===== src/rtl/dma_arb_pkg.sv =====
package dma_arb_pkg;
  localparam int unsigned NUM_CH_DEF = 64;
  localparam int unsigned GRP_W_DEF  = 6;
endpackage


===== src/rtl/dma_arb_fixed_pick.sv =====
module dma_arb_fixed_pick #(
  parameter int unsigned NUM_CH = 64,
  parameter int unsigned GRP_W  = 6,
  localparam int unsigned ID_W  = $clog2(NUM_CH)
) (
  input  logic [NUM_CH-1:0]       req_i,
  input  logic [NUM_CH*GRP_W-1:0] grp_i,
  output logic                    valid_o,
  output logic [ID_W-1:0]         id_o
);
  logic [GRP_W-1:0] best;

  // ascending scan with >= leaves the highest index among equal maxima
  always_comb begin
    valid_o = 1'b0;
    id_o    = '0;
    best    = '0;
    for (int i = 0; i < int'(NUM_CH); i++) begin
      if (req_i[i] && (!valid_o || grp_i[i*GRP_W +: GRP_W] >= best)) begin
        valid_o = 1'b1;
        best    = grp_i[i*GRP_W +: GRP_W];
        id_o    = ID_W'(i);
      end
    end
  end

  always_comb begin
    if (valid_o) assert_fixed_pick_req_R2: assert (req_i[id_o]);
  end
endmodule


===== src/rtl/dma_arb_rr_pick.sv =====
module dma_arb_rr_pick #(
  parameter int unsigned NUM_CH = 64,
  localparam int unsigned ID_W  = $clog2(NUM_CH)
) (
  input  logic [NUM_CH-1:0] req_i,
  input  logic [ID_W-1:0]   last_i,
  output logic              valid_o,
  output logic [ID_W-1:0]   id_o
);
  always_comb begin
    valid_o = 1'b0;
    id_o    = '0;
    for (int k = 1; k <= int'(NUM_CH); k++) begin
      int unsigned idx;
      idx = (int'(last_i) + k) % NUM_CH;
      if (!valid_o && req_i[idx]) begin
        valid_o = 1'b1;
        id_o    = ID_W'(idx);
      end
    end
  end

  always_comb begin
    if (valid_o) assert_rr_pick_req_R3: assert (req_i[id_o]);
  end
endmodule


===== src/rtl/dma_chan_arbiter.sv =====
module dma_chan_arbiter
  import dma_arb_pkg::*;
#(
  parameter int unsigned NUM_CH = NUM_CH_DEF,
  parameter int unsigned GRP_W  = GRP_W_DEF,
  localparam int unsigned ID_W  = $clog2(NUM_CH),
  localparam int unsigned HALF  = NUM_CH / 2
) (
  input  logic                    clk_i,
  input  logic                    rst_ni,
  input  logic [NUM_CH-1:0]       req_i,
  input  logic [NUM_CH*GRP_W-1:0] grp_i,
  input  logic                    rr_mode_i,
  input  logic                    halt_i,
  input  logic                    done_i,
  output logic [NUM_CH-1:0]       grant_o,
  output logic                    active_o,
  output logic [ID_W-1:0]         active_id_o,
  output logic [HALF-1:0]         req_lo_o,
  output logic [NUM_CH-HALF-1:0]  req_hi_o
);
  logic            active_q;
  logic [ID_W-1:0] id_q, last_q;
  logic            fx_valid, rr_valid, pick_valid, start;
  logic [ID_W-1:0] fx_id, rr_id, pick_id;

  dma_arb_fixed_pick #(.NUM_CH(NUM_CH), .GRP_W(GRP_W)) u_fixed (
    .req_i   (req_i),
    .grp_i   (grp_i),
    .valid_o (fx_valid),
    .id_o    (fx_id)
  );

  dma_arb_rr_pick #(.NUM_CH(NUM_CH)) u_rr (
    .req_i   (req_i),
    .last_i  (last_q),
    .valid_o (rr_valid),
    .id_o    (rr_id)
  );

  assign pick_valid = rr_mode_i ? rr_valid : fx_valid;
  assign pick_id    = rr_mode_i ? rr_id    : fx_id;
  assign start      = !active_q && !halt_i && pick_valid;

  always_ff @(posedge clk_i or negedge rst_ni) begin
    if (!rst_ni) begin
      active_q <= 1'b0;
      id_q     <= '0;
      last_q   <= ID_W'(NUM_CH - 1);
    end else if (start) begin
      active_q <= 1'b1;
      id_q     <= pick_id;
      last_q   <= pick_id;
    end else if (active_q && done_i) begin
      active_q <= 1'b0;
    end
  end

  for (genvar g = 0; g < int'(NUM_CH); g++) begin : g_grant
    assign grant_o[g] = active_q && (id_q == ID_W'(g));
  end

  assign active_o    = active_q;
  assign active_id_o = id_q;
  assign req_lo_o    = req_i[HALF-1:0];
  assign req_hi_o    = req_i[NUM_CH-1:HALF];

  assert_grant_onehot_R4: assert property (@(posedge clk_i) disable iff (!rst_ni)
    active_o |-> ($countones(grant_o) == 1) && grant_o[active_id_o]);
  assert_idle_no_grant_R4: assert property (@(posedge clk_i) disable iff (!rst_ni)
    !active_o |-> (grant_o == '0));
  assert_start_R4: assert property (@(posedge clk_i) disable iff (!rst_ni)
    (!active_o && !halt_i && (|req_i)) |=> active_o);
  assert_granted_req_R4: assert property (@(posedge clk_i) disable iff (!rst_ni)
    $rose(active_o) |-> ((($past(req_i) >> active_id_o) & 1) != 0));
  assert_hold_R5: assert property (@(posedge clk_i) disable iff (!rst_ni)
    (active_o && !done_i) |=> active_o && $stable(active_id_o) && $stable(grant_o));
  assert_done_R6: assert property (@(posedge clk_i) disable iff (!rst_ni)
    (active_o && done_i) |=> !active_o);
  assert_halt_R7: assert property (@(posedge clk_i) disable iff (!rst_ni)
    (!active_o && halt_i) |=> !active_o);
endmodule


===== config.mk =====
export PLATFORM = sky130hd
export DESIGN_NAME = dma_chan_arbiter
export DESIGN_NICKNAME = d
export VERILOG_FILES = /design/src/rtl/dma_arb_pkg.sv /design/src/rtl/dma_arb_fixed_pick.sv /design/src/rtl/dma_arb_rr_pick.sv /design/src/rtl/dma_chan_arbiter.sv
export SDC_FILE = /design/constraint.sdc
export NUM_CORES = 1
export LEC_CHECK = 0
export ABC_AREA = 0
export BUFFER_PORTS_ARGS = -buffer_cell sky130_fd_sc_hd__buf_2
export CAP_MARGIN = 20
export CORE_MARGIN = 5
export CORE_UTILIZATION = 55
export CTS_CLUSTER_SIZE = 12
export DETAILED_ROUTE_END_ITERATION = 10
export MAX_ROUTING_LAYER = met4
export PLACE_DENSITY = 0.89
export SYNTH_ARGS = -nofsm -noshare
export SYNTH_HDL_FRONTEND = slang
export SYNTH_SLANG_ARGS = --single-unit

===== constraint.sdc =====
create_clock -name clk_i -period 26.6 [get_ports clk_i]
set_clock_uncertainty 0.15 [all_clocks]
set_input_delay 3.99 -clock clk_i [delete_from_list [all_inputs] [get_ports clk_i]]
set_output_delay 3.99 -clock clk_i [all_outputs]
set_load 0.03 [all_outputs]

==> results of run 1 <==
## repair_timing
action / CTS
resized for setup: 337
gates cloned: 4
pin swaps: 285
setup endpoints to repair: 13
buffers inserted: 236
## layer usage
layer | overflow | GRT usage
met1 | 1559 | 1.017
met2 | 2232 | 1.115
met3 | 988 | 1.015
met4 | 818 | 0.8885
met5 | - | -
## synth_stat cells, types with 13 or more instances
cell type    n  area (um2)
a2111oi_0   18       157.7
a211o_1     18       157.7
a211oi_1    34       255.2
a21o_1      75       563.0
a21oi_1    334        1672
a221o_1     14       140.1
a221oi_1    26       227.7
a311oi_1    15       131.4
a31o_2      15       131.4
a31oi_1     61       381.6
and2_1      54       337.8
and3_1      37       231.5
buf_4       70       525.5
clkbuf_1   125       469.2
ha_1       283        3541
inv_1      305        1145
maj3_1      13       130.1
mux2_2      88       991.0
mux2i_1    219        2192
mux4_2      64        1441
nand2_1    490        1839
nand2b_1   124       775.7
nand3_1    104       520.5
nand3b_1    15       112.6
nand4_1     25       156.4
nor2_1     362        1359
nor2b_1     60       375.4
nor3_1      66       330.3
nor3b_1     14       105.1
nor4_1      16       100.1
o2111ai_1   14       122.6
o211ai_1    52       390.4
o21a_1      51       382.9
o21ai_0    293        1466
o21ai_1     49       245.2
o21bai_1    24       180.2
o221ai_1    15       131.4
o22ai_1     15       93.84
o311a_1     13       130.1
o31a_1      13       113.9
o31ai_1     33       247.7
or2_2       23       143.9
or3_1       27       168.9
xnor2_1     48       420.4
xor2_1      29       254.0
## stage by stage
step / utilization / TNS, ns / hold slack [ns] / cell area, um2
after CTS: 0.8921 / -993.94 / 0.4872 / 44760
after detailed placement: 0.8241 / -1059.62 / 0.4789 / 41340
after global placement: 0.8241 / -952.15 / 0.4603 / 41340
after floorplan: - / -966.22 / 0.5696 / 30220
## cells by family after synthesis
group / after synthesis / share of synthesized area
xor gates and xnor gates: 78 / 0.02475
muxes: 377 / 0.1685
and+or+nand+nor: 1476 / 0.2537
adders and majority gates: 298 / 0.1324
buffers and inverters: 520 / 0.07959
AOI/OAI and AO/OA: 1355 / 0.3292
DFF: 13 / 0.01193
==> impl_results.md, run 1 <==
- Status: aborted with a tool error
- Stop stage: global routing
- Error: [ERROR GRT-0116] Global routing finished with congestion. Check the congestion regions in the DRC Viewer.
- Syn nets: 4853
- Port Buffers: 587
- Final RePlAce weighted congestion: 1.331
- Dpl ws: -82.58 ns
- Avg Cell Area, Syn: 6.778 um2
- Post-Synthesis Cells: 4117
- Dpl cells: 6312
- Sequential area share after synthesis: 0.01193
- GRT Util Overall: 1.027
- Initial Util: 0.5562
- Asr flop ratio synth: 1.000
- Clock Tree Root: clkbuf_16
- GR Overflow Total: 5597
- CTS HTree Levels: 1
- CTS Buffer Depth: 2
- CTS Hold Buffers Added: 0
- Mapped cell area: 27900 um2
- Chip Height: 235.2 um
- Synth warn: 0
- #FFs+latches synth: 13
- TritonCTS Sinks: 13
- Die X: 235.2 um
- First-pass GRT wire length: 428900 um
- # rows: 82
- # IOs: 588
- Number of synthesized flops with an enable pin: 0
- Post-synth top flop: dfrtp_1
- CTS Buf Count: 3
- Synth cell types: 122
- Largest net degree at the start of global routing: 54
- Vias in the first global route: 60378
- Hpwl dp: 122800 um
==> run 2: changes to the inputs <==
- CORE_UTILIZATION: 55 -> 40
- CTS_CLUSTER_SIZE: 12 -> default
- MAX_ROUTING_LAYER: met4 -> default
- PLACE_DENSITY: 0.89 -> default
- PLACE_DENSITY_LB_ADDON: default -> 0.15
==> impl_results.md, run 2 <==
- DP Area: 42200 um2 (+2.1%)
- Post-synth top flop: dfrtp_1
- Layout overhead on the synthesized area: 64.14%
- Final worst slack: -76.30 ns
- First-pass DRT Iterations: 6
- Die area: 75140 um2
- Vias in the first global route: 37365
- Max Cap Viol: 0
- Largest net degree at the start of global routing: 51
- Req. time, crit path: 26.55 ns
- Final RePlAce weighted congestion: 1.057 (-21%)
- Syn nets: 4853 (unchanged)
- CP Capture Type: flip-flop
- Unrepaired setup endpoints after global routing: yes
- Most frequent cells in the layout: buf_4 (1368), buf_2 (588), nand2_1 (446)
- Worst Min Path Start: active_id_o[2]$_DFFE_PN0P_
- CTS Buffer Depth: 2 (unchanged)
- Final wirelength: 136200 um
- Clk slew on worst S/H paths: 0.05 ns
- Core footprint: 68950 um2
- Met2 WL: 64830 um
- Fmax: 9.718 MHz
- Cells on worst reg2reg path: 65
- CTS HTree Levels: 1 (unchanged)
- Via count: 39232
- CP max FO: 9
- CTS Buf Count: 3 (unchanged)
- Worst slew margin: 0.3064
- M1 WL: 55410 um
- Worst setup path start: req_i[0]
- Synth area leader: ha_1
- Critical R2R Launch: last_q[1]$_DFFE_PN1P_
- Routed Antenna Nets: 0
- Commonest non-fill, non-tap cell in the layout: buf_4
- Startpoint types: input pin
- Pins Over Slew Limit: 0
- Status: complete, but fails checks
- Layout cells sized above 1: 0.4807
- Layout Nets: 6630
- Clock Tree Root: clkbuf_16
- GRT Util Overall: 0.3266
- WP data arrival: 102.85 ns
- Asr flop ratio synth: 1.000 (unchanged)
- Hpwl dp: 110600 um (-9.9%)
- Sequential area share after synthesis: 0.01193 (unchanged)
- Post-Synthesis Cells: 4117 (unchanged)
- Most frequent cell after synthesis: nand2_1
- Die X: 274.1 um (+17%)
- Mapped cell area: 27900 um2 (unchanged)
- Finished Cell Area: 45800 um2
- First-pass GRT wire length: 201000 um
- Top post-synthesis cells by count: nand2_1 (490), nor2_1 (362), a21oi_1 (334)
- Synth cell types: 122 (unchanged)
- Initial Util: 0.4047 (-0.1515)
- #FFs+latches synth: 13 (unchanged)
- Top Layer Used: met5
- Area contributors post-synth: ha_1 (13%), mux2i_1 (7.9%), nand2_1 (6.6%), a21oi_1 (6.0%), o21ai_0 (5.3%)
- Number of synthesized flops with an enable pin: 0 (unchanged)
- Per-cell routed wire length: 19.93 um
- Hold Path Cell Cnt: 2
- Met3 wire length: 10130 um
- Synth top area share: 0.1269 (unchanged)
- GR Overflow Total: 0
- Min-delay worst type: flip-flop to flip-flop
- DRC errors left: 0
- TritonCTS clock tree: done
- Least-Margin Pin Slew: 1.029 ns
- Final Hold Vio Count: 0
- Cell mode on critical path: nand2b_4
- Initial antenna violation count: 6
- Fin crit share: 3.868
- Synth warn: 0 (unchanged)
- Slowest CP cell: or4b_4
- Setup CP Type: input pin to flip-flop
- Initial DRC Count: 3202
- Fin crit period: 102.90 ns
- # IOs: 588 (unchanged)
- Max incr delay on CP: 0.59 ns
- Avg Cell Area, Syn: 6.778 um2 (unchanged)
- # rows: 96 (+17%)
- TritonCTS Sinks: 13 (unchanged)
- Chip Height: 274.1 um (+17%)
- Worst skew pair latency: 0.24 ns
- Vias per inst: 5.744
- Final setup viols: 13
- Failing checks: negative setup slack
- Port Buffers: 587 (unchanged)
[run 2: final timing paths]
| path | slack [ns] | endpoint |
|---|---|---|
| setup / recovery | -76.30 | active_id_o[4]$_DFFE_PN0P_ |
| hold / removal | 0.49 | active_id_o[2]$_DFFE_PN0P_ |
| setup reg to reg | 12.07 | active_id_o[4]$_DFFE_PN0P_ |
| hold reg to reg | 0.49 | active_id_o[2]$_DFFE_PN0P_ |
| max in group asynchronous | 22.49 | last_q[0]$_DFFE_PN1P_ |
| min in group asynchronous | 3.51 | active_id_o[2]$_DFFE_PN0P_ |
[run 2: cell type report]
type	instances	area, um2
repair buffers	1981	13510
fillers	6046	23140
diodes	6	15.01
inverters	310	1174
clock buffers	4	78.83
multi-input cells	3585	29530
well taps	931	1165
flip-flops and latches	13	336.6
[run 2: repair_timing]
action,CTS,global route
pin swaps,73,335
resized for setup,116,329
hold buffers,0,0
buffers inserted,78,103
cloned,2,1
setup endpoints to repair,13,13
[run 2: routing by layer]
layer / vias to the layer above / GRT usage
met5: - / 0
met4: 2 / 0.1093
met3: 350 / 0.05382
met2: 1577 / 0.5681
met1: 18452 / 0.4097
li1: 18851 / -
[run 2: logic make-up (layout without fill, tap and decap cells)]
| logic type | Yosys count | count (layout) | synth area share |
|---|---|---|---|
| compound gates | 1355 | 1356 | 0.3292 |
| xor+xnor | 78 | 78 | 0.02475 |
| fa+ha+maj | 298 | 298 | 0.1324 |
| buf+inv | 520 | 2295 | 0.07959 |
| flops | 13 | 13 | 0.01193 |
| mux | 377 | 377 | 0.1685 |
| other cells | 0 | 6 | 0 |
| simple gates | 1476 | 1476 | 0.2537 |
[run 2: per-stage QoR]
step / utilization / setup TNS, ns / std cells / hold WS, ns / worst slack, ns
detailed placement: 0.6121 / -995.55 / 6638 / 0.4856 / -77.61
CTS: 0.6286 / -970.01 / 6722 / 0.4927 / -75.62
finish: 0.6643 / -978.81 / 6830 / 0.4861 / -76.30
global route: 0.6643 / -1040.45 / 6829 / 0.5198 / -81.09
global placement: 0.6121 / -962.54 / 6638 / 0.4730 / -75.02
floorplan: - / -966.22 / 4117 / 0.5696 / -75.45
[run 2: worst max-delay path, delay by kind of cell]
kind / cells / cell delay [ns]
AOI/OAI and AO/OA: 257 / 42.12
and+or+nand+nor: 172 / 21.14
adders and majority gates: 71 / 17.80
muxes: 42 / 13.24
buffers and inverters: 39 / 4.39
Power of run 2 is not shown: default switching activity piles up to over one toggle a cycle in this logic, so the estimate is an artifact.
